`config.mk`:
```
export PLATFORM = sky130hd
export DESIGN_NAME = trace_tstamp_sel
export DESIGN_NICKNAME = d
export VERILOG_FILES = /design/src/rtl/tts_pkg.sv /design/src/rtl/tts_mode_resolve.sv /design/src/rtl/tts_offset_mux.sv /design/src/rtl/tts_stamp_reg.sv /design/src/rtl/trace_tstamp_sel.sv
export SDC_FILE = /design/constraint.sdc
export NUM_CORES = 1
export LEC_CHECK = 0
export ABC_AREA = 1
export BUFFER_PORTS_ARGS = -buffer_cell sky130_fd_sc_hd__buf_2
export CORE_MARGIN = 1.5
export CORE_UTILIZATION = 30
export CTS_CLUSTER_SIZE = 8
export DETAILED_ROUTE_END_ITERATION = 12
export GPL_ROUTABILITY_DRIVEN = 0
export PLACE_DENSITY = 0.54
export SETUP_SLACK_MARGIN = 0.02
export SLEW_MARGIN = 15
export SYNTH_ARGS = -nofsm -noshare
export SYNTH_HDL_FRONTEND = slang
export SYNTH_SLANG_ARGS = --single-unit
```
`constraint.sdc`:
```
create_clock -name clk -period 9.2 [get_ports clk]
set_input_delay 1.38 -clock clk [delete_from_list [all_inputs] [get_ports clk]]
set_output_delay 1.38 -clock clk [all_outputs]
set_load 0.005 [all_outputs]
```
`src/rtl/tts_pkg.sv`:
```
package tts_pkg;

  // Resolved time base used by the datapath
  typedef enum logic [1:0] {
    EM_RAW   = 2'd0,
    EM_VIRT  = 2'd1,
    EM_GUEST = 2'd2
  } eff_mode_e;

  // Encodings of the hypervisor field; the lower-privilege field shares them
  localparam logic [1:0] TB_DEFER = 2'b00;
  localparam logic [1:0] TB_VIRT  = 2'b01;
  localparam logic [1:0] TB_GUEST = 2'b10;
  localparam logic [1:0] TB_RAW   = 2'b11;

  // Lower-privilege code: 00 and 11 both give the raw counter
  function automatic eff_mode_e decode_low(input logic [1:0] code);
    eff_mode_e m;
    unique case (code)
      TB_VIRT:  m = EM_VIRT;
      TB_GUEST: m = EM_GUEST;
      default:  m = EM_RAW;
    endcase
    return m;
  endfunction

  function automatic eff_mode_e resolve_mode(input logic [1:0] hyp,
                                             input logic [1:0] low,
                                             input logic       sh_en);
    eff_mode_e m;
    if (!sh_en) begin
      m = EM_RAW;
    end else begin
      unique case (hyp)
        TB_DEFER: m = decode_low(low);
        TB_VIRT:  m = EM_VIRT;
        TB_GUEST: m = EM_GUEST;
        default:  m = EM_RAW;
      endcase
    end
    return m;
  endfunction

endpackage

```
`src/rtl/tts_mode_resolve.sv`:
```
module tts_mode_resolve
  import tts_pkg::*;
#(
  parameter int CTRL_W = 8,
  parameter int TS_LSB = 5
) (
  input  logic [1:0]  hyp_field_i,
  input  logic [1:0]  low_sel_i,
  input  logic        sh_en_i,
  output eff_mode_e   mode_o,
  output logic        delegated_o
);

  always_comb begin
    mode_o      = resolve_mode(hyp_field_i, low_sel_i, sh_en_i);
    delegated_o = sh_en_i && (hyp_field_i == TB_DEFER);
  end

endmodule

```
`src/rtl/tts_offset_mux.sv`:
```
module tts_offset_mux
  import tts_pkg::*;
#(
  parameter int TS_W         = 64,
  parameter bit GUEST_OFS_EN = 1'b1
) (
  input  eff_mode_e         mode_i,
  input  logic [TS_W-1:0]   virt_offset_i,
  input  logic [TS_W-1:0]   phys_offset_i,
  input  logic              phys_offset_en_i,
  output logic [TS_W-1:0]   offset_o,
  output logic              guest_zeroed_o
);

  logic [TS_W-1:0] guest_ofs;
  logic            guest_ok;

  generate
    if (GUEST_OFS_EN) begin : g_guest
      assign guest_ok  = phys_offset_en_i;
      assign guest_ofs = phys_offset_en_i ? phys_offset_i : '0;
    end else begin : g_no_guest
      assign guest_ok  = 1'b0;
      assign guest_ofs = '0;
    end
  endgenerate

  always_comb begin
    unique case (mode_i)
      EM_VIRT:  offset_o = virt_offset_i;
      EM_GUEST: offset_o = guest_ofs;
      default:  offset_o = '0;
    endcase
    guest_zeroed_o = (mode_i == EM_GUEST) && !guest_ok;
  end

endmodule

```
`src/rtl/tts_stamp_reg.sv`:
```
module tts_stamp_reg #(
  parameter int TS_W = 64
) (
  input  logic            clk,
  input  logic            rst_n,
  input  logic [TS_W-1:0] counter_i,
  input  logic [TS_W-1:0] offset_i,
  input  logic            counter_valid_i,
  output logic [TS_W-1:0] tstamp_o,
  output logic            tstamp_valid_o,
  output logic            capture_o
);

  // Modulo 2^TS_W difference; carry out is discarded on purpose
  function automatic logic [TS_W-1:0] wrap_sub(input logic [TS_W-1:0] a,
                                               input logic [TS_W-1:0] b);
    return a - b;
  endfunction

  logic [TS_W-1:0] diff;

  assign diff      = wrap_sub(counter_i, offset_i);
  assign capture_o = counter_valid_i;

  always_ff @(posedge clk) begin
    if (!rst_n) begin
      tstamp_o       <= '0;
      tstamp_valid_o <= 1'b0;
    end else begin
      tstamp_valid_o <= counter_valid_i;
      if (capture_o) begin
        tstamp_o <= diff;
      end
    end
  end

endmodule

```
`src/rtl/trace_tstamp_sel.sv`:
```
module trace_tstamp_sel
  import tts_pkg::*;
#(
  parameter int TS_W         = 64,
  parameter int CTRL_W       = 8,
  parameter int TS_LSB       = 5,
  parameter bit GUEST_OFS_EN = 1'b1
) (
  input  logic              clk,
  input  logic              rst_n,
  input  logic [TS_W-1:0]   counter_i,
  input  logic              counter_valid_i,
  input  logic [TS_W-1:0]   virt_offset_i,
  input  logic [TS_W-1:0]   phys_offset_i,
  input  logic              phys_offset_en_i,
  input  logic [CTRL_W-1:0] ctrl_word_i,
  input  logic [1:0]        low_sel_i,
  input  logic              self_hosted_en_i,
  output logic [TS_W-1:0]   tstamp_o,
  output logic              tstamp_valid_o
);

  localparam int TS_MSB = TS_LSB + 1;

  // Named internal events for the checker
  logic [1:0]      hyp_field;
  eff_mode_e       eff_mode;
  logic            delegated;
  logic [TS_W-1:0] sel_offset;
  logic            guest_zeroed;
  logic            capture;

  assign hyp_field = ctrl_word_i[TS_MSB:TS_LSB];

  tts_mode_resolve #(
    .CTRL_W (CTRL_W),
    .TS_LSB (TS_LSB)
  ) i_resolve (
    .hyp_field_i (hyp_field),
    .low_sel_i   (low_sel_i),
    .sh_en_i     (self_hosted_en_i),
    .mode_o      (eff_mode),
    .delegated_o (delegated)
  );

  tts_offset_mux #(
    .TS_W         (TS_W),
    .GUEST_OFS_EN (GUEST_OFS_EN)
  ) i_ofs (
    .mode_i           (eff_mode),
    .virt_offset_i    (virt_offset_i),
    .phys_offset_i    (phys_offset_i),
    .phys_offset_en_i (phys_offset_en_i),
    .offset_o         (sel_offset),
    .guest_zeroed_o   (guest_zeroed)
  );

  tts_stamp_reg #(
    .TS_W (TS_W)
  ) i_reg (
    .clk             (clk),
    .rst_n           (rst_n),
    .counter_i       (counter_i),
    .offset_i        (sel_offset),
    .counter_valid_i (counter_valid_i),
    .tstamp_o        (tstamp_o),
    .tstamp_valid_o  (tstamp_valid_o),
    .capture_o       (capture)
  );

endmodule

```
======== After elaboration in Yosys (flattened, before gate mapping) ========
Cells that the tools add are included.
word-level totals
  register bits after elaboration ......... 65
  logic and storage cells ................. 15
cells by class
  eq/ne operators ......................... 6
  add/sub/neg operators ................... 1
  reduce and logical (&&, ||, !) cells .... 1
  mux-type cells .......................... 5
operators with widths
  kind                                                                   count
  64-bit case mux with 2 select lines                                    1
  64-bit two-way mux                                                     1
  64-bit subtractor                                                      1
  2-bit by 1-bit equality test with 1-bit output, second input constant  3
  2-bit equality test, second input constant                             3
  2-bit case mux with 3 select lines                                     1
  2-bit case mux with 2 select lines                                     1
  2-bit zero test                                                        1
  2-bit two-way mux                                                      1

======== Depth between registers and ports, before layout ========
Gate-level depths: netlist of run 1.
  depth after elaboration ................. 7
  gate-level depth with buffers ........... 27

======== By module ========
From an unflattened synthesis of run 1, not the netlist that was laid out.
unflattened totals
  cell total of the unflattened synthesis .. 1897
  area, all modules ....................... 9764.4 um^2
by module, submodules not included
  module            area an instance (um^2)  cells an instance  times used  seq. area each (um^2)
  tts_stamp_reg     8597.0                   1660               1           1301.2
  tts_offset_mux    1116.1                   226                1           0.0
  tts_mode_resolve  51.3                     11                 1           0.0

======== Least setup slack after synthesis of run 1 ========
OpenSTA, ideal clock, no wires.
  path type ............................... in2reg
  from .................................... in low_sel_i[0]
  to ...................................... reg i_reg.tstamp_o[51]
  stages .................................. 20
  slack ................................... 5.145 ns
  arrival ................................. 3.946 ns
  library setup time ...................... 0.109 ns
  data required time ...................... 9.091 ns
  cells stage by stage .................... inv_1 nor2_1 nor2_1 nor3_1 ha_1 clkbuf_1 clkbuf_1 a32o_1 nand2_1 ha_1 or2_2 and2_1 nand3b_1 nand3_2 nand2_1 nand3_1 nand2_1 nand3_1 nand2_1 inv_1
on the way
  cells in the longest elaborated chain, start to end .. 7
  elaborated cells between the ends (all ways) .. 9
ends and longest elaborated chain
  what                                                                                   RTL line                source
  start: declaration                                                                     trace_tstamp_sel.sv:17  input logic [1:0] low_sel_i,
  2-bit equality test or 2-bit by 1-bit equality test with 1-bit output (tied branches)  tts_pkg.sv:19           unique case (code)
  2-bit case mux with 2 select lines (*)                                                 tts_pkg.sv:19
  2-bit case mux with 3 select lines (*)                                                 tts_pkg.sv:34           unique case (hyp)
  2-bit two-way mux (*)                                                                  tts_pkg.sv:31           if (!sh_en) begin
  2-bit equality test or 2-bit by 1-bit equality test with 1-bit output (tied branches)  n/a
  64-bit case mux with 2 select lines (*)                                                tts_offset_mux.sv:29    unique case (mode_i)
  64-bit subtractor (*)                                                                  tts_stamp_reg.sv:17     return a - b;
  end signal: assignment                                                                 tts_stamp_reg.sv:32     tstamp_o <= diff;
  end: declaration                                                                       tts_stamp_reg.sv:9      output logic [TS_W-1:0] tstamp_o,
Every way passes the cells marked *; elsewhere a longest branch is shown, timed or not.
A chain may end at the register's enable or synchronous reset.

======== Final worst setup path of run 1 ========
  from .................................... in low_sel_i[0]
  to ...................................... reg i_reg.tstamp_o[27]
Same word-level chain as after synthesis.

==> results of run 1 <==
layout make-up:
| class | instances | share of cell area |
|---|---|---|
| timing repair buffer | 272 | 0.1207 |
| tap | 396 | 0.04338 |
| clock inverter | 5 | 0.009093 |
| clock buffer | 10 | 0.02092 |
| multi-input combinational | 1271 | 0.5651 |
| inverter | 386 | 0.1269 |
| sequential | 65 | 0.1139 |
layer usage:
metal	vias up	track usage	part of all wire
li1	5868	-	-
met1	4912	0.3194	0.50
met2	380	0.3580	0.42
met3	31	0.03039	0.067
met4	0	0.05000	0.014
met5	-	0	0
state kept, by name, summed over array words and instances, names as in the netlist:
signal / cells
i_reg.tstamp_o: 64
i_reg.tstamp_valid_o: 1
synth_stat cells:
cell type    n
a21oi_1     53
a31oi_1      2
a32o_1      62
and2_1       1
buf_1        6
buf_2        2
clkbuf_1    39
clkinv_1     4
dfxtp_1     65
fa_1         1
ha_1        65
inv_1      369
inv_2       13
nand2_1    704
nand2_2     28
nand2_4      1
nand3_1     74
nand3_2     10
nand3b_1     1
nand4_1      9
nor2_1     138
nor2_2      20
nor2_4       2
nor3_1       9
nor3_2       8
nor4_1       1
nor4_2       1
o211ai_1     4
o21ai_0     40
o21ai_1      2
o21bai_1     3
or2_1        1
or2_2        1
xnor2_1     17
xor2_1      13
power by group through the flow:
stage               clock (mW)  combinational, mW  sequential, mW
global route             0.437              0.550           0.325
finish                   0.420              0.487           0.322
detailed placement           0              0.483           0.328
floorplan                    0              0.299           0.330
CTS                      0.429              0.486           0.322
global placement             0              0.480           0.328
stage by stage:
step	power (mW)	util	area (um2)	hold WS [ns]	std cells
after detailed placement	0.8114	0.3612	11080	0.4697	2390
after floorplan	0.6291	-	9378	0.4723	1769
after global placement	0.8074	0.3612	11080	0.4623	2390
after CTS	1.237	0.3724	11420	0.4870	2405
after global routing	1.312	0.3724	11420	0.5164	2405
final	1.228	0.3724	11420	0.4806	2405
worst max-delay path, cell delays in order:
cell	delay, ns
buf_2	0.09
inv_1	0.06
a21oi_1	0.06
nor3_1	0.23
ha_2	0.23
buf_4	0.56
a32o_1	0.44
nand2_1	0.11
ha_1	0.37
or2_2	0.31
nand3_2	0.10
nand2_4	0.09
nand2_2	0.07
nand2_2	0.10
nand2_2	0.08
nand2_2	0.10
xnor2_1	0.40
a21oi_1	0.12
kinds of logic after synthesis:
kind of cell	count (synthesis)
AND/OR/NAND/NOR	1009
buffers and inverters	433
AO/OA/AOI/OAI	166
adder cells (fa/ha/maj)	66
flip-flops	65
XOR/XNOR	30
how the worst min path moves through the flow:
stage | start | endpoint
finish | i_reg.tstamp_o[10] | i_reg.tstamp_o[10]
global route | i_reg.tstamp_o[24] | i_reg.tstamp_o[24]
CTS | i_reg.tstamp_o[10] | i_reg.tstamp_o[10]
detailed placement | i_reg.tstamp_o[22] | i_reg.tstamp_o[22]
global placement | i_reg.tstamp_o[23] | i_reg.tstamp_o[23]
floorplan | i_reg.tstamp_o[22] | i_reg.tstamp_o[22]
==> flow_summary.json, run 1 <==
{
  "report.final.slew_viol_count": 0,
  "synth_compound_area_frac": 0.1238,
  "syn_avg_cell_area_um2": 5.301,
  "yosysTopAreaCell": "nand2_1",
  "reg2reg_depth": 4,
  "synth.area.mux_share": 0,
  "synth_nets": 2042,
  "tightestPinTransition_ns": 0.8481,
  "htree_num_levels": 3,
  "min_period_over_period": 0.5162,
  "ir_worst_vdd_uv": 77.86,
  "holdBufCountCts": 0,
  "clock_path_buffers": 2,
  "overflow": 0,
  "worstPathMaxFanout": 64,
  "drt_iter0_drc": 716,
  "drc": 0,
  "dp_slack_ns": 4.166,
  "synth-xor-area-share": 0.02802,
  "grt_max_degree": 77,
  "required_ns": 9.41,
  "maxCapViolCount": 0,
  "layout_common_cells": "nand2_1 (704), inv_1 (369), buf_2 (265), nor2_1 (138), nand3_1 (74)",
  "power_frac_seq": 0.262,
  "fp-row-count": 64,
  "dp.final_hpwl_um": 29980,
  "synth_warnings": 0,
  "syn_inst": 1769,
  "cts_made_buffers": 9,
  "max_freq_ghz": 0.2106,
  "n_antenna_cell": 0,
  "min_period_ns": 4.749,
  "clock-sinks": 65,
  "synthAdderAreaFrac": 0.08886,
  "finalSetupViolCount": 0,
  "antenna_found_initial": 0,
  "fin_ws_ns": 4.451,
  "grt_use_total": 0.2246,
  "synthSimpleGateAreaFrac": 0.4470,
  "clkPwrFrac": 0.342,
  "n_fill_cell": 3543,
  "cts.clk_slew.worst_paths_ns": 0.06,
  "yosysUniqueCellTypes": 35,
  "io_pins": 272,
  "rsz0062_at_grt": "false",
  "p_int_mw": 0.7566,
  "ys_ff_latch": 65,
  "cts_resized": 0,
  "ff_latch_area_mm2": 0.001301,
  "cp_data_arrival_time_ns": 4.95,
  "ys_seq_area_frac": 0.1388,
  "synth_top_area_frac": 0.2818,
  "path_class": "input pin to flip-flop",
  "fin_setup_tns_ns": 0,
  "grt_pass1_vias": 10500,
  "hold_viol": 0,
  "synth_area_leaders": "nand2_1 (28%), inv_1 (15%), dfxtp_1 (14%)",
  "fin_nets": 2278,
  "multi_input_area_mm2": 0.006454,
  "initial_core_util": 0.3058,
  "final_common_cell": "nand2_1",
  "cp-end-kind": "flip-flop",
  "wl_per_cell_um": 15.11,
  "grt_first_pass_wirelength_um": 56750,
  "rrSetupSlack_ns": 8.47,
  "setup.worst_path.start": "low_sel_i[0]",
  "slew_headroom": 0.4346,
  "p_leak_nw": 6.990,
  "power_switching_mw": 0.4712,
  "fp.dieH_um": 179.8,
  "die_area_mm2": 0.03233,
  "timing.rr.start": "i_reg.tstamp_o[32]",
  "hold_class": "flip-flop to flip-flop",
  "firstDrtPassIters": 8,
  "tritoncts": "yes",
  "swShare": 0.3838,
  "status": "finished clean",
  "clock_skew_ns": 0,
  "post_cts_buffers": 0,
  "portBuffers": 265,
  "combPwrFrac": 0.396,
  "core-area_mm2": 0.03067,
  "die_width_um": 179.8,
  "routed_via_density": 4.653,
  "synth_area_mm2": 0.009378,
  "holdPathStages": 2,
  "drive_gt1_frac": 0.1857,
  "synth_top_family_by_area": "simple AND/OR/NAND/NOR gates",
  "crit_path_end": "i_reg.tstamp_o[27]",
  "clock_latency_ns": 0.35,
  "cp-start-kind": "input pin",
  "routed-via-count": 11190,
  "antenna_left": 0,
  "timing.rr.end": "i_reg.tstamp_o[32]",
  "syn2layout_area_growth_pct": 21.79,
  "drt_wl_total_um": 36340,
  "powerDensity_mw_per_mm2": 107.5,
  "root_buffer": "clkbuf_16"
}
No activity file was read; power rests on OpenSTA's default activity.
==> run 2: changes to the inputs <==
==> constraint.sdc (replaced) <==
create_clock -name clk -period 4.7 [get_ports clk]
set_input_delay 0.705 -clock clk [delete_from_list [all_inputs] [get_ports clk]]
set_output_delay 0.705 -clock clk [all_outputs]
set_load 0.005 [all_outputs]
==> run 2 against run 1 <==
  * Utilization increased by 0.20 points
  * Cell count increased by 0.17%
  * Routed wire length about the same
  * Setup slack got worse by 3.6 ns
  * Critical path type unchanged
  * Critical endpoint unchanged
  * Largest cell class unchanged
==> flow_summary.json, run 2 (synthesis results as in run 1) <==
{
  "report.final.slew_viol_count": 0,
  "fin_total_pwr_mw": 2.420,
  "rrSetupSlack_ns": 3.91,
  "root_buffer": "clkbuf_16",
  "cp-end-kind": "flip-flop",
  "drive_gt1_frac": 0.1869,
  "fp-row-count": 64,
  "core-area_mm2": 0.03067,
  "p_leak_nw": 7.014,
  "path_class": "input pin to flip-flop",
  "clock_path_buffers": 2,
  "antenna_found_initial": 0,
  "clock_latency_ns": 0.36,
  "hold_viol": 0,
  "min-delay-start": "i_reg.tstamp_o[9]",
  "grt_max_degree": 65,
  "top_regs": "i_reg.tstamp_o x64, i_reg.tstamp_valid_o x1",
  "portBuffers": 265,
  "htree_num_levels": 3,
  "drt_iter0_drc": 779,
  "worstPathMaxFanout": 64,
  "antenna_left": 0,
  "io_pins": 272,
  "cp-start-kind": "input pin",
  "tritoncts": "yes",
  "dp.final_hpwl_um": 30830,
  "min_period_over_period": 0.8120,
  "min_period_ns": 3.816,
  "slew_headroom": 0.3369,
  "fin_nets": 2281,
  "cp_data_arrival_time_ns": 4.03,
  "routed-via-count": 11160,
  "cts.clk_slew.worst_paths_ns": 0.07,
  "fp.dieH_um": 179.8,
  "multi_input_area_mm2": 0.006454,
  "tightestPinTransition_ns": 0.9947,
  "final_common_cell": "nand2_1",
  "initial_core_util": 0.3058,
  "syn2layout_area_growth_pct": 22.45,
  "ff_latch_area_mm2": 0.001301,
  "hold_class": "flip-flop to flip-flop",
  "overflow": 0,
  "post_cts_buffers": 0,
  "holdPathStages": 2,
  "finalSetupViolCount": 0,
  "timing.rr.end": "i_reg.tstamp_o[32]",
  "die_width_um": 179.8,
  "reg2reg_depth": 4,
  "drt_wl_total_um": 36340,
  "powerDensity_mw_per_mm2": 210.7,
  "status": "finished clean",
  "die_area_mm2": 0.03233,
  "wl_per_cell_um": 15.09,
  "grt_first_pass_wirelength_um": 56500,
  "n_fill_cell": 3528,
  "top_register": "i_reg.tstamp_o",
  "rsz0062_at_grt": "false",
  "cts_resized": 0,
  "max_freq_ghz": 0.2620,
  "cts_made_buffers": 9,
  "fin_setup_tns_ns": 0,
  "grt_pass1_vias": 10580,
  "routed_via_density": 4.633,
  "required_ns": 4.91,
  "grt_use_total": 0.2246,
  "timing.rr.start": "i_reg.tstamp_o[32]",
  "layout_common_cells": "nand2_1 (704), inv_1 (369), buf_2 (265), nor2_1 (138), nand3_1 (74)",
  "maxCapViolCount": 0,
  "holdBufCountCts": 0,
  "ir_worst_vdd_uv": 177.5,
  "holdPathEnd": "i_reg.tstamp_o[9]",
  "largest_reg_flops": 64,
  "clock_skew_ns": 0,
  "drc": 0,
  "clock-sinks": 65,
  "firstDrtPassIters": 6
}
==> run 2: cell types whose count changed in the layout (fill, tap and decap cells not counted), sizes merged <==
cell and change:
diode +1, buf +3
==> run 2: cell type report <==
type                       count  share of cell area
timing repair buffer         275              0.1253
clock inverter                 5            0.009043
sequential                    65              0.1133
clock buffer                  10             0.02081
inverter                     386              0.1262
antenna                        1           0.0002179
multi-input combinational   1271              0.5620
tap                          396             0.04315
==> run 2: critical path, stage by stage <==
cell and delay, ns:
buf_2 0.09, inv_1 0.06, a21oi_1 0.06, nor3_1 0.23, ha_2 0.26, buf_12 0.27, a32o_1 0.43, nand2_1 0.10
ha_1 0.36, nand2_2 0.15, inv_2 0.04, nand2_1 0.05, nand2_1 0.07, inv_2 0.07, nand2_4 0.08, nand2_2 0.07
nand2_2 0.10, nand2_2 0.08, nand2_2 0.09, xnor2_1 0.47, a21oi_1 0.12
==> run 2: metrics by stage <==
step           utilization  instance area [um2]  hold slack (ns)  instances  setup slack [ns]
2_1_floorplan            -                 9378           0.4723       1769             1.320
3_3_place_gp        0.3632                11140           0.4628       2393            0.6238
3_5_place_dp        0.3632                11140           0.4626       2393            0.6310
4_1_cts             0.3743                11480           0.4840       2408             1.002
5_1_grt             0.3743                11480           0.5039       2408            0.5763
6_report            0.3744                11480           0.4805       2409            0.8836
==> run 2: worst max path at each step <==
stage	cells after the start	end	slack, ns	from
2_1_floorplan	20	i_reg.tstamp_o[51]	1.32	low_sel_i[0]
3_3_place_gp	20	i_reg.tstamp_o[31]	0.62	low_sel_i[1]
3_5_place_dp	20	i_reg.tstamp_o[31]	0.63	low_sel_i[1]
4_1_cts	20	i_reg.tstamp_o[31]	1.00	low_sel_i[1]
5_1_grt	21	i_reg.tstamp_o[62]	0.58	low_sel_i[0]
6_report	21	i_reg.tstamp_o[27]	0.88	low_sel_i[0]
==> run 2: power by group <==
part,total [mW],internal [mW],switching (mW)
Combinational,0.961,0.353,0.608
Sequential,0.630,0.604,0.0261
Clock,0.828,0.530,0.298
Total,2.42,1.49,0.932
==> run 2: metal layers <==
layer  GRT usage  wire [um]  vias to the layer above
met3     0.04295       2615                       33
met1      0.3175      17900                     4875
met4     0.05867        687                        0
met2      0.3465      15140                      380
met5           0          0                        -
li1            -          -                     5872
==> run 3: changes to the inputs <==
--- a/config.mk
+++ b/config.mk
@@ -12,7 +12,7 @@
 export CTS_CLUSTER_SIZE = 8
 export DETAILED_ROUTE_END_ITERATION = 12
 export GPL_ROUTABILITY_DRIVEN = 0
-export PLACE_DENSITY = 0.54
+export PLACE_DENSITY = 0.56
 export SETUP_SLACK_MARGIN = 0.02
 export SLEW_MARGIN = 15
 export SYNTH_ARGS = -nofsm -noshare
==> constraint.sdc (replaced) <==
create_clock -name clk -period 3.15 [get_ports clk]
set_input_delay 0.4725 -clock clk [delete_from_list [all_inputs] [get_ports clk]]
set_output_delay 0.4725 -clock clk [all_outputs]
set_load 0.005 [all_outputs]
==> run 3 against run 2 <==
  * Die area unchanged
  * Cell area grew 26%
  * Sequential power is 50% higher
  * Cell count increased by 6.3%
  * Setup slack lost 0.86 ns
  * Total power up 76%
  * Global-route usage is 0.76 points higher
  * Critical endpoint is now i_reg.tstamp_o[48]
  * Largest power group unchanged
==> flow_summary.json, run 3 (synthesis results as in run 1) <==
{
  "final_common_cell": "nand2_1",
  "die_width_um": 179.8,
  "overflow": 0,
  "firstDrtPassIters": 8,
  "status": "finished clean",
  "tritoncts": "yes",
  "die_area_mm2": 0.03233,
  "cts.clk_slew.worst_paths_ns": 0.06,
  "maxCapViolCount": 0,
  "grt_first_pass_wirelength_um": 58800,
  "wl_per_cell_um": 16.13,
  "htree_num_levels": 3,
  "top_register": "i_reg.tstamp_o",
  "holdPathEnd": "i_reg.tstamp_o[10]",
  "required_ns": 3.41,
  "hold_class": "flip-flop to flip-flop",
  "fin_setup_tns_ns": 0,
  "grt_use_total": 0.2322,
  "powerDensity_mw_per_mm2": 295.6,
  "n_fill_cell": 3263,
  "drc": 0,
  "cp_slowest_cell": "a32o_2",
  "cp_data_arrival_time_ns": 3.38,
  "cp-start-kind": "input pin",
  "n_antenna_cell": 0,
  "slew_headroom": 0.5836,
  "cp-end-kind": "flip-flop",
  "largest_reg_flops": 64,
  "path_cells": "buf_6, nor2_1, nor2_1, nor3_2, inv_1, ha_4, buf_12, a32o_2, nand2_2, ha_4, nand2_1, nor2_2, o21ai_0, nand2_2, nand2_1, nand2_1, nand2_1, nand3_1, nand2_1, nand3_2, nand2_1, inv_1",
  "syn2layout_area_growth_pct": 53.78,
  "cts_made_buffers": 9,
  "antenna_left": 0,
  "layout_common_cells": "nand2_1 (591), inv_1 (362), buf_2 (263), buf_4 (140), nand2_2 (117)",
  "dp_slack_ns": -0.4337,
  "timing.rr.end": "i_reg.tstamp_o[32]",
  "dp.final_hpwl_um": 32240,
  "grt_max_degree": 54,
  "path_common_cell": "nand2_1",
  "rrSetupSlack_ns": 2.42,
  "drt_wl_total_um": 41310,
  "grt_pass1_vias": 11030,
  "fin_ws_ns": 0.02377,
  "crit_path_max_incr_delay_ns": 0.34,
  "min_period_ns": 3.126,
  "path_class": "input pin to flip-flop",
  "timing.rr.start": "i_reg.tstamp_o[32]",
  "worstPathMaxFanout": 12,
  "routed-via-count": 12050,
  "fp.dieH_um": 179.8,
  "core-area_mm2": 0.03067,
  "fin_nets": 2433,
  "drive_gt1_frac": 0.3677,
  "fp-row-count": 64,
  "io_pins": 272,
  "holdPathStages": 2,
  "reg2reg_depth": 4,
  "holdBufCountCts": 0,
  "drt_iter0_drc": 869,
  "initial_core_util": 0.3058,
  "clock_latency_ns": 0.35,
  "antenna_found_initial": 0,
  "min-delay-start": "i_reg.tstamp_o[10]",
  "tightestPinTransition_ns": 0.6239,
  "clock_path_buffers": 2,
  "min_period_over_period": 0.9925,
  "rsz0062_at_grt": "true",
  "top_regs": "i_reg.tstamp_o x64, i_reg.tstamp_valid_o x1",
  "report.final.slew_viol_count": 0,
  "max_freq_ghz": 0.3199,
  "clock-sinks": 65,
  "routed_via_density": 4.706,
  "hold_viol": 0,
  "portBuffers": 265,
  "clock_skew_ns": 0,
  "p_leak_nw": 8.115,
  "finalSetupViolCount": 0,
  "root_buffer": "clkbuf_16",
  "ir_worst_vdd_uv": 267.4,
  "setup.worst_path.start": "low_sel_i[1]"
}
-- run 3: worst max-delay path: cells and delay by family --
| family | cells | cell delay (ns) |
|---|---|---|
| compound gates | 2 | 0.58 |
| buf+inv | 4 | 0.41 |
| simple gates | 14 | 1.47 |
| fa+ha+maj | 2 | 0.44 |
-- run 3: where the power goes --
group / internal, mW / switching (mW)
clock: 0.878 / 0.446
combinational: 0.876 / 1.12
sequential: 0.902 / 0.0433
total: 2.66 / 1.61
-- run 3: through the flow --
step | area, um2 | instances | utilization | hold WS (ns) | total power, mW
after CTS | 12630 | 2543 | 0.4118 | 0.4809 | 3.914
final | 14420 | 2561 | 0.4702 | 0.4741 | 4.262
after global placement | 12230 | 2527 | 0.3988 | 0.4628 | 2.561
after detailed placement | 12230 | 2527 | 0.3988 | 0.4645 | 2.576
after floorplan | 9380 | 1769 | - | 0.4723 | 1.838
after global routing | 14420 | 2561 | 0.4702 | 0.4944 | 4.507
-- run 3: layout make-up --
| cell class | count | area, um2 | share of cell area |
|---|---|---|---|
| Multi-Input combinational cell | 1271 | 7968 | 0.5525 |
| Timing Repair Buffer | 427 | 2825 | 0.1959 |
| Inverter | 386 | 1456 | 0.1010 |
| Sequential cell | 65 | 1301 | 0.09023 |
| Tap cell | 396 | 495.5 | 0.03436 |
| Clock buffer | 10 | 239.0 | 0.01657 |
| Clock inverter | 6 | 136.4 | 0.009457 |
-- run 3: routing by layer --
metal | vias to the layer above | GRT usage | share of wire
met1 | 5416 | 0.3275 | 0.47
li1 | 6174 | - | -
met4 | 0 | 0.06067 | 0.020
met3 | 41 | 0.03039 | 0.070
met2 | 422 | 0.3698 | 0.44
met5 | - | 0 | 0
-- run 3: how the worst max path moves through the flow --
stage	end	cells past startpoint
2_1_floorplan	i_reg.tstamp_o[60]	23
3_3_place_gp	i_reg.tstamp_o[61]	21
3_5_place_dp	i_reg.tstamp_o[59]	23
4_1_cts	i_reg.tstamp_o[28]	21
5_1_grt	i_reg.tstamp_o[48]	22
6_report	i_reg.tstamp_o[48]	22
-- run 3: repair_timing --
| item | in CTS | in global routing |
|---|---|---|
| gates resized for setup | 5 | 352 |
| cloned | 0 | 7 |
| setup endpoints to repair | 18 | 49 |
| pin swaps | 0 | 32 |
| buffers inserted | 0 | 11 |
